--- src/rtl/zbus_pkg.sv ---
package zbus_pkg;

    typedef enum logic [1:0] {
        ST_IDLE,
        ST_WAIT,
        ST_RDY,
        ST_ACK
    } zb_state_e;

    localparam int NUM_ZONES = 5;
    localparam int NUM_CS    = 3;
    localparam int WS_W      = 4;
    localparam int SLOT_W    = 3;
    localparam int REG_W     = 4;

    // slot 4 (zone 7) is the boot-region zone
    localparam int BOOT_SLOT = 4;
    localparam logic [REG_W-1:0] BOOT_REGION = 4'hF;

    typedef struct packed {
        logic            use_rdy;
        logic [WS_W-1:0] wait_cnt;
    } zone_cfg_t;

    function automatic logic [REG_W-1:0] slot_region(input int slot);
        case (slot)
            0:       return 4'h0;
            1:       return 4'h1;
            2:       return 4'h8;
            3:       return 4'hA;
            default: return BOOT_REGION;
        endcase
    endfunction

    // chip-select pin index: 0 = low pin, 1 = mid pin, 2 = high pin
    function automatic int cs_group(input logic [SLOT_W-1:0] slot);
        case (slot)
            3'd0, 3'd1: return 0;
            3'd2:       return 1;
            default:    return 2;
        endcase
    endfunction

endpackage

--- src/rtl/zbus_decode.sv ---
module zbus_decode
    import zbus_pkg::*;
#(
    parameter int ADDR_W = 20
) (
    input  logic [ADDR_W-1:0] addr,
    input  logic              io_space,
    input  logic              mode,
    output logic              hit,
    output logic [SLOT_W-1:0] slot,
    output logic              boot_region
);
    localparam int REG_LSB = ADDR_W - REG_W;

    logic [REG_W-1:0]     region;
    logic [NUM_ZONES-1:0] match;

    assign region      = addr[ADDR_W-1:REG_LSB];
    assign boot_region = !io_space && (region == BOOT_REGION);

    for (genvar z = 0; z < NUM_ZONES; z++) begin : g_match
        if (z == BOOT_SLOT) begin : g_boot
            assign match[z] = !io_space && mode && (region == slot_region(z));
        end else begin : g_plain
            assign match[z] = !io_space && (region == slot_region(z));
        end
    end

    always_comb begin
        hit  = 1'b0;
        slot = '0;
        for (int z = 0; z < NUM_ZONES; z++) begin
            if (match[z]) begin
                hit  = 1'b1;
                slot = SLOT_W'(z);
            end
        end
    end

endmodule

--- src/rtl/zbus_cfg.sv ---
module zbus_cfg
    import zbus_pkg::*;
(
    input  logic              clk,
    input  logic              rst_n,
    input  logic              boot_mode_i,
    input  logic              cfg_we,
    input  logic [SLOT_W-1:0] cfg_zone,
    input  logic [WS_W-1:0]   cfg_wait,
    input  logic              cfg_use_rdy,
    input  logic              cfg_mode_we,
    input  logic              cfg_mode,
    output zone_cfg_t         zcfg [NUM_ZONES],
    output logic              mode
);
    for (genvar z = 0; z < NUM_ZONES; z++) begin : g_zone
        always_ff @(posedge clk) begin
            if (!rst_n) begin
                zcfg[z].wait_cnt <= '1;
                zcfg[z].use_rdy  <= 1'b0;
            end else if (cfg_we && cfg_zone == SLOT_W'(z)) begin
                zcfg[z].wait_cnt <= cfg_wait;
                zcfg[z].use_rdy  <= cfg_use_rdy;
            end
        end
    end

    always_ff @(posedge clk) begin
        if (!rst_n) begin
            mode <= boot_mode_i;
        end else if (cfg_mode_we) begin
            mode <= cfg_mode;
        end
    end

endmodule

--- src/rtl/zbus_top.sv ---
module zbus_top
    import zbus_pkg::*;
#(
    parameter int ADDR_W = 20,
    parameter int DATA_W = 16
) (
    input  logic              clk,
    input  logic              rst_n,
    input  logic              boot_mode_i,
    input  logic              cpu_req,
    input  logic              cpu_io,
    input  logic              cpu_wr,
    input  logic [ADDR_W-1:0] cpu_addr,
    input  logic [DATA_W-1:0] cpu_wdata,
    output logic [DATA_W-1:0] cpu_rdata,
    output logic              cpu_ack,
    input  logic              cfg_we,
    input  logic [2:0]        cfg_zone,
    input  logic [3:0]        cfg_wait,
    input  logic              cfg_use_rdy,
    input  logic              cfg_mode_we,
    input  logic              cfg_mode,
    output logic              ecs_lo_n,
    output logic              ecs_mid_n,
    output logic              ecs_hi_n,
    output logic              ext_rd_n,
    output logic              ext_wr_n,
    output logic [ADDR_W-1:0] ext_addr,
    output logic [DATA_W-1:0] ext_wdata,
    input  logic [DATA_W-1:0] ext_rdata,
    input  logic              ext_ready,
    output logic              rom_sel
);
    zb_state_e         state_q;
    logic [WS_W-1:0]   cnt_q;
    logic [SLOT_W-1:0] slot_q;
    logic              wr_q;
    logic              rdy_en_q;
    logic [ADDR_W-1:0] addr_q;
    logic [DATA_W-1:0] wdata_q;
    logic [DATA_W-1:0] rdata_q;

    zone_cfg_t         zcfg [NUM_ZONES];
    zone_cfg_t         sel_cfg;
    logic              mode;
    logic              hit;
    logic              boot_region;
    logic [SLOT_W-1:0] slot;
    logic [NUM_CS-1:0] cs_n;
    logic              strobe;

    zbus_cfg u_cfg (
        .clk         (clk),
        .rst_n       (rst_n),
        .boot_mode_i (boot_mode_i),
        .cfg_we      (cfg_we),
        .cfg_zone    (cfg_zone),
        .cfg_wait    (cfg_wait),
        .cfg_use_rdy (cfg_use_rdy),
        .cfg_mode_we (cfg_mode_we),
        .cfg_mode    (cfg_mode),
        .zcfg        (zcfg),
        .mode        (mode)
    );

    zbus_decode #(.ADDR_W(ADDR_W)) u_dec (
        .addr        (cpu_addr),
        .io_space    (cpu_io),
        .mode        (mode),
        .hit         (hit),
        .slot        (slot),
        .boot_region (boot_region)
    );

    always_comb begin
        sel_cfg = zcfg[0];
        for (int z = 0; z < NUM_ZONES; z++) begin
            if (slot == SLOT_W'(z)) sel_cfg = zcfg[z];
        end
    end

    // state register and access context
    always_ff @(posedge clk) begin
        if (!rst_n) begin
            state_q  <= ST_IDLE;
            cnt_q    <= '0;
            slot_q   <= '0;
            wr_q     <= 1'b0;
            rdy_en_q <= 1'b0;
            addr_q   <= '0;
            wdata_q  <= '0;
            rdata_q  <= '0;
        end else begin
            unique case (state_q)
                ST_IDLE: begin
                    if (cpu_req && hit) begin
                        state_q  <= ST_WAIT;
                        cnt_q    <= sel_cfg.wait_cnt;
                        rdy_en_q <= sel_cfg.use_rdy;
                        slot_q   <= slot;
                        wr_q     <= cpu_wr;
                        addr_q   <= cpu_addr;
                        wdata_q  <= cpu_wdata;
                    end
                end
                ST_WAIT: begin
                    if (cnt_q != '0) begin
                        cnt_q <= cnt_q - 1'b1;
                    end else if (rdy_en_q && !ext_ready) begin
                        state_q <= ST_RDY;
                    end else begin
                        state_q <= ST_ACK;
                        rdata_q <= ext_rdata;
                    end
                end
                ST_RDY: begin
                    if (ext_ready) begin
                        state_q <= ST_ACK;
                        rdata_q <= ext_rdata;
                    end
                end
                ST_ACK: begin
                    state_q <= ST_IDLE;
                end
                default: state_q <= ST_IDLE;
            endcase
        end
    end

    // outputs
    always_comb begin
        strobe = (state_q == ST_WAIT) || (state_q == ST_RDY);
        cs_n   = '1;
        if (strobe) cs_n[cs_group(slot_q)] = 1'b0;
        ecs_lo_n  = cs_n[0];
        ecs_mid_n = cs_n[1];
        ecs_hi_n  = cs_n[2];
        ext_rd_n  = !(strobe && !wr_q);
        ext_wr_n  = !(strobe && wr_q);
        ext_addr  = addr_q;
        ext_wdata = wdata_q;
        cpu_ack   = (state_q == ST_ACK);
        cpu_rdata = rdata_q;
        rom_sel   = cpu_req && boot_region && !mode;
    end

endmodule

--- config.mk ---
export PLATFORM = sky130hd
export DESIGN_NAME = zbus_top
export DESIGN_NICKNAME = d
export VERILOG_FILES = /design/src/rtl/zbus_pkg.sv /design/src/rtl/zbus_decode.sv /design/src/rtl/zbus_cfg.sv /design/src/rtl/zbus_top.sv
export SDC_FILE = /design/constraint.sdc
export NUM_CORES = 1
export LEC_CHECK = 0
export CORE_MARGIN = 2
export CORE_UTILIZATION = 40
export CTS_CLUSTER_DIAMETER = 60
export DETAILED_ROUTE_END_ITERATION = 10
export DONT_BUFFER_PORTS = 1
export RECOVER_POWER = 50
export SLEW_MARGIN = 20
export SYNTH_ARGS = -nofsm -noshare
export SYNTH_HDL_FRONTEND = slang
export SYNTH_SLANG_ARGS = --single-unit
export TNS_END_PERCENT = 10
--- constraint.sdc ---
create_clock -name clk -period 2.8 [get_ports clk]
set_clock_uncertainty 0.05 [all_clocks]
set_input_delay 0.56 -clock clk [delete_from_list [all_inputs] [get_ports clk]]
set_output_delay 0.56 -clock clk [all_outputs]
set_load 0.005 [all_outputs]
==> results.tsv <==
stage	metric	value	unit
status	outcome	finished, final reports clean	
worst_hold_path	worstHoldStart	rst_n	
power_and_ir_drop	p_leak	1.63	nW
placed_design	dp_cells	545	
worst_hold_path	hold_path_class	in2reg	
power_and_ir_drop	pwr-share-seq	0.480	
worst_setup_path	end_kind	output port	
floorplan	dieArea	0.0103	mm^2
synthesis	synth_cells	434	
worst_hold_path	hold_depth	1	
worst_setup_path	r2r_start	state_q[1]	
drt	via_per_inst	5.21	
worst_setup_path	crit_fanout	6	
synthesis	synth-seq-area-share	0.471	
cells_and_area	drive_gt1_frac	0.0742	
synthesis	syn-num-nets	510	
cts	cts_tree	built	
worst_setup_path	critPathKind	reg2out	
worst_setup_path	worstPathCellList	inv_1 -> ha_1 -> or3b_2	
power_and_ir_drop	total_power	3.09	mW
sta	worstMarginPinSlew	0.650	ns
sta	max_clock_freq	422	MHz
worst_setup_path	ff2ff_path_depth	7	
drt	first_pass_iters	4	
cts	ctsHoldBuffers	0	
cells_and_area	fin_cells	560	
global_routing	overflow	0	
global_routing	antenna_found_initial	0	
cts	clk_latency	0.35	ns
cts	htree_num_levels	3	
global_routing	grt_max_degree	64	
cells_and_area	fin_nets	503	
synthesis	synth.avg_cell_area	8.77	um^2
drt	antenna_left	0	
sta	fin_crit	2.37	ns
drt	drt_iter0_drc	112	
worst_setup_path	r2r_slack	0.75	ns
worst_setup_path	worstPathRequired	2.19	ns
drt	routed_wl	8190	um
power_and_ir_drop	p_clk_frac	0.328	
sta	setup_tns	0	ns
sta	max_slew_margin	0.565	
drt	wl_per_cell	14.6	um
cts	clkSlewWorstSetupHoldPaths	0.09	ns
synthesis	synth_ff_type	dfxtp_1	
global_routing	grt_pass1_vias	2695	
floorplan	initial_core_util	0.412	
power_and_ir_drop	sw_frac_of_total	0.285	
synthesis	synthArstFlopShare	0	
power_and_ir_drop	net-switching-power	0.880	mW
worst_setup_path	rr_endpoint	cpu_rdata[7]	
drt	drc_errors	0	
cts	cts_buffers	9	
synthesis	synth_cell_types	50	
synthesis	ys.warnings.count	0	
floorplan	die_x	102	um
synthesis	synth_seq_cells	89	
worst_setup_path	worstPathBufferInverterCount	1	
power_and_ir_drop	cellInternalPower	2.21	mW
placed_design	detailedPlacementHpwl	5860	um
worst_setup_path	cpLargestDelayFamily	simple AND/OR/NAND/NOR gates	
cts	cts-root-buf	clkbuf_8	
cells_and_area	ff_latch_area	0.00179	mm^2
worst_setup_path	cpPeakStageDelay	0.51	ns
power_and_ir_drop	max-vdd-ir-drop	0.302	mV
cts	clockBufferDepth	2	
global_routing	grt_pass1_wl	12800	um
power_and_ir_drop	combPwrFrac	0.192	
cells_and_area	layout_common_cells	nand2_1 (107), dfxtp_1 (88), a21oi_1 (46)	
sta	rsz0062_at_grt	no	
global_routing	grt_util_all_layers	0.154	
floorplan	die_h	102	um
sta	setup_viol	0	
worst_setup_path	startpoint_type	register	
placed_design	io_buffer_count	0	
drt	vias	2920	
worst_hold_path	min_to	u_cfg.zcfg[17]	
floorplan	rows	35	
synthesis	synth_edf_count	1	
cells_and_area	fillerInstances	926	
sta	whs	0.225	ns
cts	cts.sinks	89	
cells_and_area	final_common_cell	nand2_1	
cts	cts_resized	0	
sta	finalCritPeriodShare	0.847	
worst_setup_path	slowest_stage	or3b_2	
sta	hold_viol_final	0	
cts	post-cts-setup-buffer-count	0	
cells_and_area	multi_input_area	0.00183	mm^2
power_and_ir_drop	cellPowerDensity	750	mW/mm^2
sta	slew_violations	0	
floorplan	ios	129	
synthesis	netlist_area	0.00380	mm^2
floorplan	fp.coreArea	0.00924	mm^2
placed_design	gp_congestion	0.749	
worst_setup_path	arrival	1.76	ns
cells_and_area	syn2layout_area_growth	8.12	%
run	cap_viol_max_count	0	
cells_and_area	num_antenna_cells	0	
kinds of logic (layout without fill, tap and decap cells):
logic type,after synthesis,after routing,synth area share
simple gates,178,178,0.209
compound gates,83,83,0.138
mux,43,43,0.113
flops,89,89,0.471
buf+inv,35,32,0.0487
fa+ha+maj,6,6,0.0197
Yosys cell counts (all sizes together), types with 2 or more instances:
master	instances	share of area
a211o	2	0.0046
a211oi	7	0.014
a21o	3	0.0059
a21oi	47	0.065
a311oi	2	0.0046
a31oi	6	0.017
and3	2	0.0033
buf	11	0.025
clkbuf	14	0.014
dfxtp	88	0.46
ha	6	0.020
inv	10	0.0099
mux2i	42	0.11
nand2	107	0.11
nand2b	5	0.0089
nand3	19	0.026
nor2	26	0.026
nor2b	3	0.0049
nor3	3	0.0053
nor4	2	0.0049
o21ai	9	0.012
o2bb2ai	2	0.0046
or3b	2	0.0046
worst max path at each step:
| stage | startpoint | endpoint | slack (ns) | cells past startpoint |
|---|---|---|---|---|
| after floorplan | cpu_io | ext_addr[0] | 0.79 | 8 |
| after global placement | cpu_io | slot_q[0] | 0.49 | 6 |
| after detailed placement | cpu_io | slot_q[0] | 0.47 | 6 |
| after CTS | state_q[1] | ecs_lo_n | 0.40 | 3 |
| after global routing | state_q[1] | ecs_lo_n | 0.35 | 3 |
| final | state_q[1] | ecs_lo_n | 0.43 | 3 |
state kept, by name, indices dropped and copies added (netlist names):
| register | count |
|---|---|
| rdy_en_q | 1 |
| state_q | 2 |
| slot_q | 3 |
| cpu_rdata | 16 |
| u_cfg.zcfg | 25 |
| ext_wdata | 16 |
| cnt_q | 4 |
| ext_addr | 20 |
| wr_q | 1 |
| u_cfg.mode | 1 |
metrics by stage:
step / worst slack, ns / utilization / instance area [um^2]
after global placement: 0.488 / 0.420 / 3880
final: 0.428 / 0.445 / 4110
after global routing: 0.352 / 0.445 / 4110
after detailed placement: 0.466 / 0.420 / 3880
after floorplan: 0.794 / - / 3800
after CTS: 0.400 / 0.446 / 4120
power groups by stage:
stage	clock network, mW	registers [mW]	logic [mW]
finish	1.01	1.48	0.594
global route	1.10	1.50	0.665
CTS	1.04	1.48	0.601
detailed placement	0	1.51	0.600
global placement	0	1.51	0.577
floorplan	0	1.49	0.512
worst register-to-register path, cell delays in order, from the launching register on:
cell	delay, ns
dfxtp_1	0.36
inv_1	0.11
ha_1	0.49
nor2_1	0.12
a31oi_2	0.17
buf_4	0.31
mux2i_1	0.24
nor2_1	0.05
cell type report:
cell class,count,share of cell area
multi-input cells,310,0.444
flip-flops and latches,89,0.436
well taps,129,0.0392
clock buffers,10,0.0362
clock inverters,5,0.0207
repair buffers,7,0.0149
inverters,10,0.00912
metal layers:
layer,GRT usage,up-vias,share of wire
li1,-,1465,-
met3,0.0414,13,0.084
met2,0.246,107,0.45
met1,0.202,1335,0.45
met5,0,-,0
met4,0.0478,0,0.013
Note: power is estimated with default switching activity, not from simulation.
